--- config.mk ---
export PLATFORM = sky130hd
export DESIGN_NAME = mwEepromCtrl
export DESIGN_NICKNAME = d
export VERILOG_FILES = /design/src/rtl/mwPkg.sv /design/src/rtl/mwDatapath.sv /design/src/rtl/mwControl.sv /design/src/rtl/mwEepromCtrl.sv
export SDC_FILE = /design/constraint.sdc
export NUM_CORES = 1
export LEC_CHECK = 0
export ABC_AREA = 1
export BUFFER_PORTS_ARGS = -buffer_cell sky130_fd_sc_hd__clkbuf_2
export CAP_MARGIN = 20
export CORE_MARGIN = 1.5
export CORE_UTILIZATION = 38
export DETAILED_ROUTE_END_ITERATION = 12
export SLEW_MARGIN = 20
export SYNTH_ARGS = -nofsm -noshare
export SYNTH_HDL_FRONTEND = slang
export SYNTH_SLANG_ARGS = --single-unit
--- constraint.sdc ---
create_clock -name clk -period 3.5 [get_ports clk]
set_input_delay 0.7 -clock clk [delete_from_list [all_inputs] [get_ports clk]]
set_output_delay 0.7 -clock clk [all_outputs]
set_load 0.01 [all_outputs]
--- src/rtl/mwPkg.sv ---
package mwPkg;

  localparam logic [1:0] OP_EWEN  = 2'b00;
  localparam logic [1:0] OP_WRITE = 2'b01;
  localparam logic [1:0] OP_READ  = 2'b10;

  typedef enum logic [3:0] {
    S_IDLE,
    S_EWEN,
    S_GAP1,
    S_WRITE,
    S_GAP2,
    S_POLL,
    S_RDCMD,
    S_RDDATA,
    S_FINISH
  } mwState_e;

  // control -> datapath strobes
  typedef struct packed {
    logic divRun;
    logic skEn;
    logic loadEwen;
    logic loadWrite;
    logic loadRead;
    logic loadRdData;
    logic loadGap;
    logic csSet;
    logic csClr;
    logic captureEn;
    logic captureRd;
    logic dataLoad;
  } mwStrobe_t;

  // datapath -> control status
  typedef struct packed {
    logic tick;
    logic fallTick;
    logic bitLast;
    logic doIn;
  } mwStatus_t;

endpackage

--- src/rtl/mwDatapath.sv ---
module mwDatapath
  import mwPkg::*;
#(
  parameter int ADDR_W  = 6,
  parameter int DATA_W  = 16,
  parameter int SK_HALF = 4,
  parameter bit SYNC_DO = 1'b1
) (
  input  logic              clk,
  input  logic              rstN,
  input  mwStrobe_t         stb,
  input  logic [ADDR_W-1:0] loadAddr,
  input  logic [DATA_W-1:0] hostData,
  input  logic              eeDo,
  output mwStatus_t         sts,
  output logic [DATA_W-1:0] dataQ,
  output logic              eeCs,
  output logic              eeSk,
  output logic              eeDi
);

  localparam int CMD_W = 3 + ADDR_W;
  localparam int OUT_W = CMD_W + DATA_W;
  localparam int CNT_W = $clog2(OUT_W + 1);
  localparam int DIV_W = $clog2(SK_HALF + 1);
  localparam logic [DIV_W-1:0] DIV_LAST = DIV_W'(SK_HALF - 1);

  logic [DIV_W-1:0]  divCnt;
  logic              tick;
  logic              skQ;
  logic              csQ;
  logic              riseTick;
  logic              fallTick;
  logic [OUT_W-1:0]  outSh;
  logic [CNT_W-1:0]  bitCnt;
  logic [DATA_W-1:0] inSh;
  logic              doIn;

  // optional two-stage synchronizer on the device return line
  generate
    if (SYNC_DO) begin : gSync
      logic [1:0] syncQ;
      always_ff @(posedge clk) begin
        if (!rstN) syncQ <= '0;
        else       syncQ <= {syncQ[0], eeDo};
      end
      assign doIn = syncQ[1];
    end else begin : gDirect
      assign doIn = eeDo;
    end
  endgenerate

  // serial clock divider
  always_ff @(posedge clk) begin
    if (!rstN)              divCnt <= '0;
    else if (!stb.divRun)   divCnt <= '0;
    else if (divCnt == DIV_LAST) divCnt <= '0;
    else                    divCnt <= divCnt + 1'b1;
  end

  assign tick     = stb.divRun && (divCnt == DIV_LAST);
  assign riseTick = tick && stb.skEn && !skQ;
  assign fallTick = tick && stb.skEn && skQ;

  always_ff @(posedge clk) begin
    if (!rstN)          skQ <= 1'b0;
    else if (!stb.skEn) skQ <= 1'b0;
    else if (tick)      skQ <= ~skQ;
  end

  // chip select
  always_ff @(posedge clk) begin
    if (!rstN)          csQ <= 1'b0;
    else if (stb.csSet) csQ <= 1'b1;
    else if (stb.csClr) csQ <= 1'b0;
  end

  // outgoing frame shifter and bit counter
  always_ff @(posedge clk) begin
    if (!rstN) begin
      outSh  <= '0;
      bitCnt <= '0;
    end else if (stb.loadEwen) begin
      outSh  <= {1'b1, OP_EWEN, 2'b11, {(ADDR_W-2){1'b0}}, {DATA_W{1'b0}}};
      bitCnt <= CNT_W'(CMD_W - 1);
    end else if (stb.loadRead) begin
      outSh  <= {1'b1, OP_READ, loadAddr, {DATA_W{1'b0}}};
      bitCnt <= CNT_W'(CMD_W - 1);
    end else if (stb.loadWrite) begin
      outSh  <= {1'b1, OP_WRITE, loadAddr, dataQ};
      bitCnt <= CNT_W'(OUT_W - 1);
    end else if (stb.loadRdData) begin
      outSh  <= '0;
      bitCnt <= CNT_W'(DATA_W);
    end else if (stb.loadGap) begin
      outSh  <= '0;
      bitCnt <= '0;
    end else if (fallTick) begin
      outSh  <= {outSh[OUT_W-2:0], 1'b0};
      if (bitCnt != '0) bitCnt <= bitCnt - 1'b1;
    end
  end

  // incoming data shifter: dummy bit drops out of the top after 17 shifts
  always_ff @(posedge clk) begin
    if (!rstN)                        inSh <= '0;
    else if (riseTick && stb.captureEn) inSh <= {inSh[DATA_W-2:0], doIn};
  end

  // host data register
  always_ff @(posedge clk) begin
    if (!rstN)              dataQ <= '0;
    else if (stb.dataLoad)  dataQ <= hostData;
    else if (stb.captureRd) dataQ <= inSh;
  end

  always_comb begin
    sts.tick     = tick;
    sts.fallTick = fallTick;
    sts.bitLast  = (bitCnt == '0);
    sts.doIn     = doIn;
  end

  assign eeCs = csQ;
  assign eeSk = skQ;
  assign eeDi = outSh[OUT_W-1];

  // serial clock high-time monitor
  logic [DIV_W:0] hiCnt;
  always_ff @(posedge clk) begin
    if (!rstN)    hiCnt <= '0;
    else if (skQ) hiCnt <= hiCnt + 1'b1;
    else          hiCnt <= '0;
  end

  assert_sk_high_time_R5: assert property (@(posedge clk) disable iff (!rstN)
    $fell(skQ) |-> (hiCnt == (DIV_W+1)'(SK_HALF)));

  assert_di_stable_high_R5: assert property (@(posedge clk) disable iff (!rstN)
    (skQ && $past(skQ)) |-> $stable(eeDi));

endmodule

--- src/rtl/mwControl.sv ---
module mwControl
  import mwPkg::*;
#(
  parameter int ADDR_W = 6
) (
  input  logic              clk,
  input  logic              rstN,
  input  logic              ctrlWrEn,
  input  logic [ADDR_W-1:0] ctrlAddr,
  input  logic              ctrlWrite,
  input  logic              dataWrEn,
  input  mwStatus_t         sts,
  output mwStrobe_t         stb,
  output logic [ADDR_W-1:0] loadAddr,
  output logic              busy
);

  mwState_e          state, nxt;
  logic [ADDR_W-1:0] addrQ;
  logic              bitDone;

  assign bitDone  = sts.fallTick && sts.bitLast;
  assign busy     = (state != S_IDLE);
  assign loadAddr = (state == S_IDLE) ? ctrlAddr : addrQ;

  always_comb begin
    stb           = '0;
    nxt           = state;
    stb.divRun    = (state != S_IDLE);
    stb.skEn      = (state != S_IDLE) && (state != S_POLL);
    stb.captureEn = (state == S_RDDATA);
    stb.dataLoad  = dataWrEn && (state == S_IDLE);
    case (state)
      S_IDLE: begin
        if (ctrlWrEn) begin
          stb.csSet = 1'b1;
          if (ctrlWrite) begin
            stb.loadEwen = 1'b1;
            nxt = S_EWEN;
          end else begin
            stb.loadRead = 1'b1;
            nxt = S_RDCMD;
          end
        end
      end
      S_EWEN: if (bitDone) begin
        stb.csClr = 1'b1; stb.loadGap = 1'b1; nxt = S_GAP1;
      end
      S_GAP1: if (bitDone) begin
        stb.csSet = 1'b1; stb.loadWrite = 1'b1; nxt = S_WRITE;
      end
      S_WRITE: if (bitDone) begin
        stb.csClr = 1'b1; stb.loadGap = 1'b1; nxt = S_GAP2;
      end
      S_GAP2: if (bitDone) begin
        stb.csSet = 1'b1; nxt = S_POLL;
      end
      S_POLL: if (sts.tick && sts.doIn) begin
        stb.csClr = 1'b1; stb.loadGap = 1'b1; nxt = S_FINISH;
      end
      S_RDCMD: if (bitDone) begin
        stb.loadRdData = 1'b1; nxt = S_RDDATA;
      end
      S_RDDATA: if (bitDone) begin
        stb.captureRd = 1'b1; stb.csClr = 1'b1; stb.loadGap = 1'b1; nxt = S_FINISH;
      end
      S_FINISH: if (bitDone) nxt = S_IDLE;
      default: nxt = S_IDLE;
    endcase
  end

  always_ff @(posedge clk) begin
    if (!rstN) begin
      state <= S_IDLE;
      addrQ <= '0;
    end else begin
      state <= nxt;
      if (state == S_IDLE && ctrlWrEn) addrQ <= ctrlAddr;
    end
  end

  assert_start_needs_strobe_R2: assert property (@(posedge clk) disable iff (!rstN)
    $rose(busy) |-> $past(ctrlWrEn));

  assert_busy_strobe_ignored_R3: assert property (@(posedge clk) disable iff (!rstN)
    (busy && ctrlWrEn) |=> $stable(addrQ));

endmodule

--- src/rtl/mwEepromCtrl.sv ---
module mwEepromCtrl
  import mwPkg::*;
#(
  parameter int ADDR_W  = 6,
  parameter int DATA_W  = 16,
  parameter int SK_HALF = 4,
  parameter bit SYNC_DO = 1'b1
) (
  input  logic              clk,
  input  logic              rstN,
  input  logic [DATA_W-1:0] hostData,
  input  logic              dataWrEn,
  input  logic              ctrlWrEn,
  input  logic [ADDR_W-1:0] ctrlAddr,
  input  logic              ctrlWrite,
  output logic              busy,
  output logic [DATA_W-1:0] rdData,
  output logic              eeCs,
  output logic              eeSk,
  output logic              eeDi,
  input  logic              eeDo
);

  mwStrobe_t         stb;
  mwStatus_t         sts;
  logic [ADDR_W-1:0] loadAddr;

  mwControl #(.ADDR_W(ADDR_W)) uCtrl (
    .clk      (clk),
    .rstN     (rstN),
    .ctrlWrEn (ctrlWrEn),
    .ctrlAddr (ctrlAddr),
    .ctrlWrite(ctrlWrite),
    .dataWrEn (dataWrEn),
    .sts      (sts),
    .stb      (stb),
    .loadAddr (loadAddr),
    .busy     (busy)
  );

  mwDatapath #(
    .ADDR_W (ADDR_W),
    .DATA_W (DATA_W),
    .SK_HALF(SK_HALF),
    .SYNC_DO(SYNC_DO)
  ) uPath (
    .clk     (clk),
    .rstN    (rstN),
    .stb     (stb),
    .loadAddr(loadAddr),
    .hostData(hostData),
    .eeDo    (eeDo),
    .sts     (sts),
    .dataQ   (rdData),
    .eeCs    (eeCs),
    .eeSk    (eeSk),
    .eeDi    (eeDi)
  );

  assert_idle_cs_low_R9: assert property (@(posedge clk) disable iff (!rstN)
    !busy |-> !eeCs);

  assert_done_sk_low_R9: assert property (@(posedge clk) disable iff (!rstN)
    $fell(busy) |-> (!eeSk && !eeCs));

endmodule

==> results.tsv, run 1 <==
metric	value	unit
io_buffers	47	
post_cts_resized	0	
fillers	997	
synthCells	505	
worst_pin_slew	0.628	ns
report.final.hold_viol_count	0	
multi_input_area	0.00183	sq mm
hold_class	register to register	
ys.warnings.count	0	
arrival	2.62	ns
groute.layer.met3.usage	3.42	%
clockRootBuffer	clkbuf_8	
critical_path_class	register to register	
hpwlAfterDp	6280	um
use_met2	27.6	%
viasPerCell	4.93	
synth_area	0.00373	sq mm
dr.pass1.iters	5	
worstPathRequired	3.76	ns
first_global_vias	3111	
layout_common_cells	nand2_1, dfxtp_1, nor2_1, o21ai_0, clkbuf_2	
start_util	39.8	%
async_flop_share	0	%
antenna_found_initial	0	
drv_cap	0	
synth-edff-count	0	
gp_congestion	0.899	
crit_path_start_kind	register	
fin_hold_ws	0.416	ns
post_cts_buffers	0	
num_vias	3331	
syn_avg_cell_area	7.39	sq um
rsz0062_at_grt	no	
dieHeight	102	um
drv_slew	0	
cts_num_sinks	79	
max_freq	425	MHz
routed_wirelength	8980	um
setup_viol	0	
drive_gt1_share	17.2	%
yosysSeqAreaShare	42.4	%
cts_buffers	9	
clkTransAtPathRegs	0.08	ns
utilization	45.3	%
grt_busiest_layer	met2	
nNetsFinal	574	
yosys_most_used_dff	dfxtp_1	
period_minus_slack	2.35	ns
grt_max_degree	37	
layout_commonest_cell	nand2_1	
rows	35	
synth_top_area_cell	dfxtp_1	
ios	48	
antenna_cells	0	
skew	0.0115	ns
drc	0	
ys_ff_latch	79	
grt_pass1_wl	15000	um
slew-limit-headroom	58.0	%
clkLatencyLatePin	0.35	ns
synth_cell_types	37	
syn_nets	537	
p_leak	0.00186	uW
ff_latch_area	0.00158	sq mm
grt-ovfl-total	0	
area.growth.synth_to_final	13.8	%
cts_tree	built	
synth_top_cell_area_share	42.4	%
ir_worst_vdd	0.313	mV
grt_use_total	18.3	%
htree_levels	3	
grt_util_met1	25.9	%
coreArea	0.00937	sq mm
ys_top_cells_by_area	dfxtp_1, nand2_1, nor2_1, o21ai_0, inv_1	
finalSetupTns	0	ns
drt_iter0_drc	129	
finalCritPeriodShare	67.2	%
die_x	102	um
worstSetupEndpointType	register	
status	complete, no violations	
ant_nets	0	
pwr_density_cell	721	mW/mm^2
holdBufCountCts	0	
clock_path_buffers	2	
wl_per_cell	13.3	um
crit_fanout	32	
die_area	0.0104	sq mm
layer usage:
layer / vias to the layer above / wire [um]
li1: 1748 / -
met1: 1509 / 4370
met2: 62 / 4050
met3: 12 / 417
met4: 0 / 140
met5: - / 0
kinds of logic (layout without fill, tap and decap cells):
| group | after synthesis | after routing | share of synthesized area (%) |
|---|---|---|---|
| and+or+nand+nor | 216 | 216 | 26.7 |
| AOI/OAI and AO/OA | 133 | 133 | 20.3 |
| buffers and inverters | 70 | 112 | 8.55 |
| xor gates and xnor gates | 3 | 3 | 0.704 |
| DFF | 79 | 79 | 42.4 |
| adders and majority gates | 4 | 4 | 1.34 |
Yosys cell counts, drive strengths merged, types with 2 or more instances:
cell	number
o21ai	63
nor3	3
ha	4
a21boi	15
nand3	31
or2	3
inv	46
nand4	3
buf	13
a31oi	17
dfxtp	79
nand2	89
nor2	86
o211ai	2
o22ai	7
clkbuf	10
xnor2	2
a21oi	26
path summary, 6_finish.rpt:
check                  startpoint                    to  slack [ns]  depth (start not counted)
max                uCtrl.state[3]       uPath.dataQ[12]        1.15                          8
min          uPath.gSync.syncQ[0]  uPath.gSync.syncQ[1]        0.42                          2
max reg2reg        uCtrl.state[3]       uPath.dataQ[12]        1.15                          8
min reg2reg  uPath.gSync.syncQ[0]  uPath.gSync.syncQ[1]        0.42                          2
per-stage QoR:
| stage | total power, uW | area [sq um] | instances | setup slack (ns) |
|---|---|---|---|---|
| final | 3060 | 4250 | 676 | 1.15 |
| after CTS | 3080 | 4250 | 676 | 1.15 |
| after global placement | 2210 | 4000 | 660 | 1.33 |
| after floorplan | 1930 | 3730 | 505 | 1.78 |
| after global routing | 3270 | 4250 | 676 | 0.911 |
| after detailed placement | 2240 | 4000 | 660 | 1.18 |
flip-flops by register name (all words and copies together) (netlist names):
| signal | count |
|---|---|
| uPath.bitCnt | 5 |
| uCtrl.state | 4 |
| uPath.gSync.syncQ | 2 |
| uPath.dataQ | 16 |
| uCtrl.addrQ | 6 |
| uPath.inSh | 16 |
| uPath.outSh | 25 |
| uPath.eeCs | 1 |
| uPath.divCnt | 3 |
| uPath.eeSk | 1 |
report_power, final:
part           internal (uW)  switching [uW]  total [uW]
logic                    334             714        1050
registers               1040             136        1180
clock network            495             339         834
total                   1870            1190        3060
worst max-delay path, stage by stage, from the launching register on:
cell	delay, ns
dfxtp_1	0.37
nor2_2	0.21
nand2_4	0.11
inv_1	0.06
buf_4	0.30
nand2_1	0.44
o21ai_4	0.42
o21ai_0	0.16
a31oi_1	0.19
final cells by class:
class	instances	area share, %
repair buffers	49	5.89
clock inverters	5	2.45
inverters	47	4.18
multi-input cells	356	43.1
clock buffers	11	3.33
well taps	129	3.80
flip-flops and latches	79	37.2
No activity file was read; power rests on OpenSTA's default activity.
==> run 2: changes to the inputs <==
- clock period: 3.5 -> 2.3 ns (I/O delays scaled with it)
==> run 2 against run 1 <==
Register-to-register slack lost 0.84 ns. Sequential power is 51% higher. Maximum frequency is 18% higher. Largest power group unchanged. Total power is 50% higher. First-iteration DRC count increased by 47%. Routed wire length down 2.1%. Final area grew 0.27%. Worst hold slack got worse by 0.14 ns. Via count grew 1.7%. Sequential share of layout area shrank 0.098 points. Global-route usage down 0.38 points.
==> results.tsv, run 2 (same netlist as run 1, synthesis figures left out) <==
metric	value	unit	change
post_cts_buffers	0		unchanged
largest_reg_flops	25		unchanged
pwr-share-comb	35.7	%	was 34.2%
r2r_cells	8		unchanged
skew	0.0125	ns	was 0.0115 ns
grt_max_degree	44		was 37
clkLatencyLatePin	0.36	ns	was 0.35 ns
clkTransAtPathRegs	0.08	ns	about the same
p_leak	0.00187	uW	was 0.00186 uW
drv_slew	0		unchanged
slowest_stage	dfxtp_1		was nand2_1
report.final.hold_viol_count	0		unchanged
clockRootBuffer	clkbuf_8		unchanged
grt_pass1_wl	14600	um	was 15000 um
die_area	0.0104	sq mm	unchanged
area.growth.synth_to_final	14.1	%	was 13.8%
drv_cap	0		unchanged
worst_pin_slew	0.497	ns	was 0.628 ns
critical_path_class	register to register		unchanged
dieHeight	102	um	unchanged
die_x	102	um	unchanged
design_area	0.00426	sq mm	was 0.00425 sq mm
routed_wirelength	8790	um	was 8980 um
drt_iter0_drc	190		was 129
grt-ovfl-total	0		unchanged
seq_power_share	38.8	%	was 38.5%
rsz0062_at_grt	no		unchanged
crit_fanout	32		unchanged
top_regs	uPath.outSh x25, uPath.dataQ x16, uPath.inSh x16		unchanged
start_util	39.8	%	unchanged
cpPeakStageDelay	0.36	ns	was 0.44 ns
first_global_vias	3160		was 3111
drc	0		unchanged
rr_startpoint	uCtrl.state[3]		unchanged
layout_commonest_cell	nand2_1		unchanged
wl_per_cell	12.9	um	was 13.3 um
crit_path_start_kind	register		unchanged
finalCritPeriodShare	86.6	%	was 67.2%
clkPwrFrac	25.5	%	was 27.3%
r2r-end	uPath.dataQ[3]		was uPath.dataQ[12]
finalSetupTns	0	ns	unchanged
max_freq	502	MHz	was 425 MHz
grt_use_total	17.9	%	was 18.3%
drive_gt1_share	18.0	%	was 17.2%
cts_num_sinks	79		unchanged
pwr_density_cell	1080	mW/mm^2	was 721 mW/mm^2
placed_area	0.00403	sq mm	was 0.00400 sq mm
cp-startpoint	uCtrl.state[3]		unchanged
nNetsFinal	578		was 574
fillers	990		was 997
switchingPower	1840	uW	was 1190 uW
worstSetupEndpointType	register		unchanged
clock_path_buffers	2		unchanged
arrival	2.27	ns	was 2.62 ns
cts_tree	built		unchanged
gp_congestion	0.952		was 0.899
ir_worst_vdd	0.439	mV	was 0.313 mV
io_buffers	47		unchanged
rows	35		unchanged
viasPerCell	4.98		was 4.93
r2r_setup_slack	0.31	ns	was 1.15 ns
ff_latch_area	0.00158	sq mm	unchanged
slew-limit-headroom	66.6	%	was 58.0%
fin_cells	680		was 676
holdBufCountCts	0		unchanged
layout_common_cells	nand2_1, dfxtp_1, nor2_1, o21ai_0, clkbuf_2		unchanged
period_minus_slack	1.99	ns	was 2.35 ns
status	complete, no violations		unchanged
coreArea	0.00937	sq mm	unchanged
ant_nets	0		unchanged
path_cells	nor2_2, nand2_4, inv_1, nand2_1, o21ai_4, buf_4, o21ai_0, a31oi_1		was nor2_2, nand2_4, inv_1, buf_4, nand2_1, o21ai_4, o21ai_0, a31oi_1
htree_levels	3		unchanged
multi_input_area	0.00183	sq mm	unchanged
cts_buffers	9		unchanged
ios	48		unchanged
p_sw_share	40.1	%	was 38.8%
dp_cells	664		was 660
p_int	2740	uW	was 1870 uW
antenna_cells	0		unchanged
worstPathRequired	2.58	ns	was 3.76 ns
hpwlAfterDp	6220	um	was 6280 um
crit_end	uPath.dataQ[3]		was uPath.dataQ[12]
hold_class	input pin to register		was register to register
post_cts_resized	0		unchanged
largest-register	uPath.outSh		unchanged
num_vias	3386		was 3331
antenna_found_initial	0		unchanged
setup_viol	0		unchanged
dr.pass1.iters	5		unchanged
==> run 2: cell count changes in the layout (fill, tap and decap cells not counted) <==
cell / change
buf_4: +4
bufinv_16: -1
clkbuf_1: -1
clkbuf_8: -1
clkinv_4: +1
inv_6: +1
inv_8: +1
==> run 2: worst min path at each step <==
stage                               startpoint  slack (ns)  cells after the start              endpoint
final                                     eeDo        0.28                      3  uPath.gSync.syncQ[0]
after global routing                      eeDo        0.30                      3  uPath.gSync.syncQ[0]
after CTS                                 eeDo        0.27                      3  uPath.gSync.syncQ[0]
after detailed placement  uPath.gSync.syncQ[0]        0.41                      2  uPath.gSync.syncQ[1]
after global placement    uPath.gSync.syncQ[0]        0.40                      2  uPath.gSync.syncQ[1]
after floorplan           uPath.gSync.syncQ[0]        0.39                      2  uPath.gSync.syncQ[1]
==> run 2: metal layers <==
layer | up-vias | track usage, % | share of wire, %
met5 | - | 0 | 0
met4 | 0 | 8.11 | 1.9
met3 | 15 | 3.35 | 3.8
met2 | 80 | 27.6 | 45
met1 | 1532 | 24.4 | 49
li1 | 1759 | - | -
==> run 2: power by group through the flow <==
stage / Sequential, uW / Combinational [uW] / Clock [uW]
finish: 1780 / 1640 / 1170
global route: 1800 / 1830 / 1250
CTS: 1780 / 1630 / 1200
detailed placement: 1810 / 1630 / 0
global placement: 1810 / 1600 / 0
floorplan: 1800 / 1140 / 0
==> run 2: final cells by class <==
class / count / share of cell area, %
Clock buffer: 9 / 2.91
Inverter: 47 / 4.17
Multi-Input combinational cell: 356 / 43.0
Timing Repair Buffer: 53 / 6.58
Sequential cell: 79 / 37.1
Clock inverter: 7 / 2.41
Tap cell: 129 / 3.79
==> run 2: worst max-delay path, delay by kind of cell (launching register included) <==
kind                   cells  cell delay (ns)
DFF                        1             0.36
AOI/OAI and AO/OA          3             0.37
and+or+nand+nor            3             0.52
buffers and inverters      2             0.65
==> run 2: through the flow <==
step | util [%] | hold WS (ns) | total power, uW | setup slack (ns)
floorplan | - | 0.390 | 2940 | 0.578
global placement | 43.0 | 0.396 | 3410 | 0.408
detailed placement | 43.0 | 0.405 | 3430 | 0.349
CTS | 45.4 | 0.265 | 4610 | 0.331
global route | 45.4 | 0.298 | 4890 | 0.132
finish | 45.4 | 0.280 | 4580 | 0.308
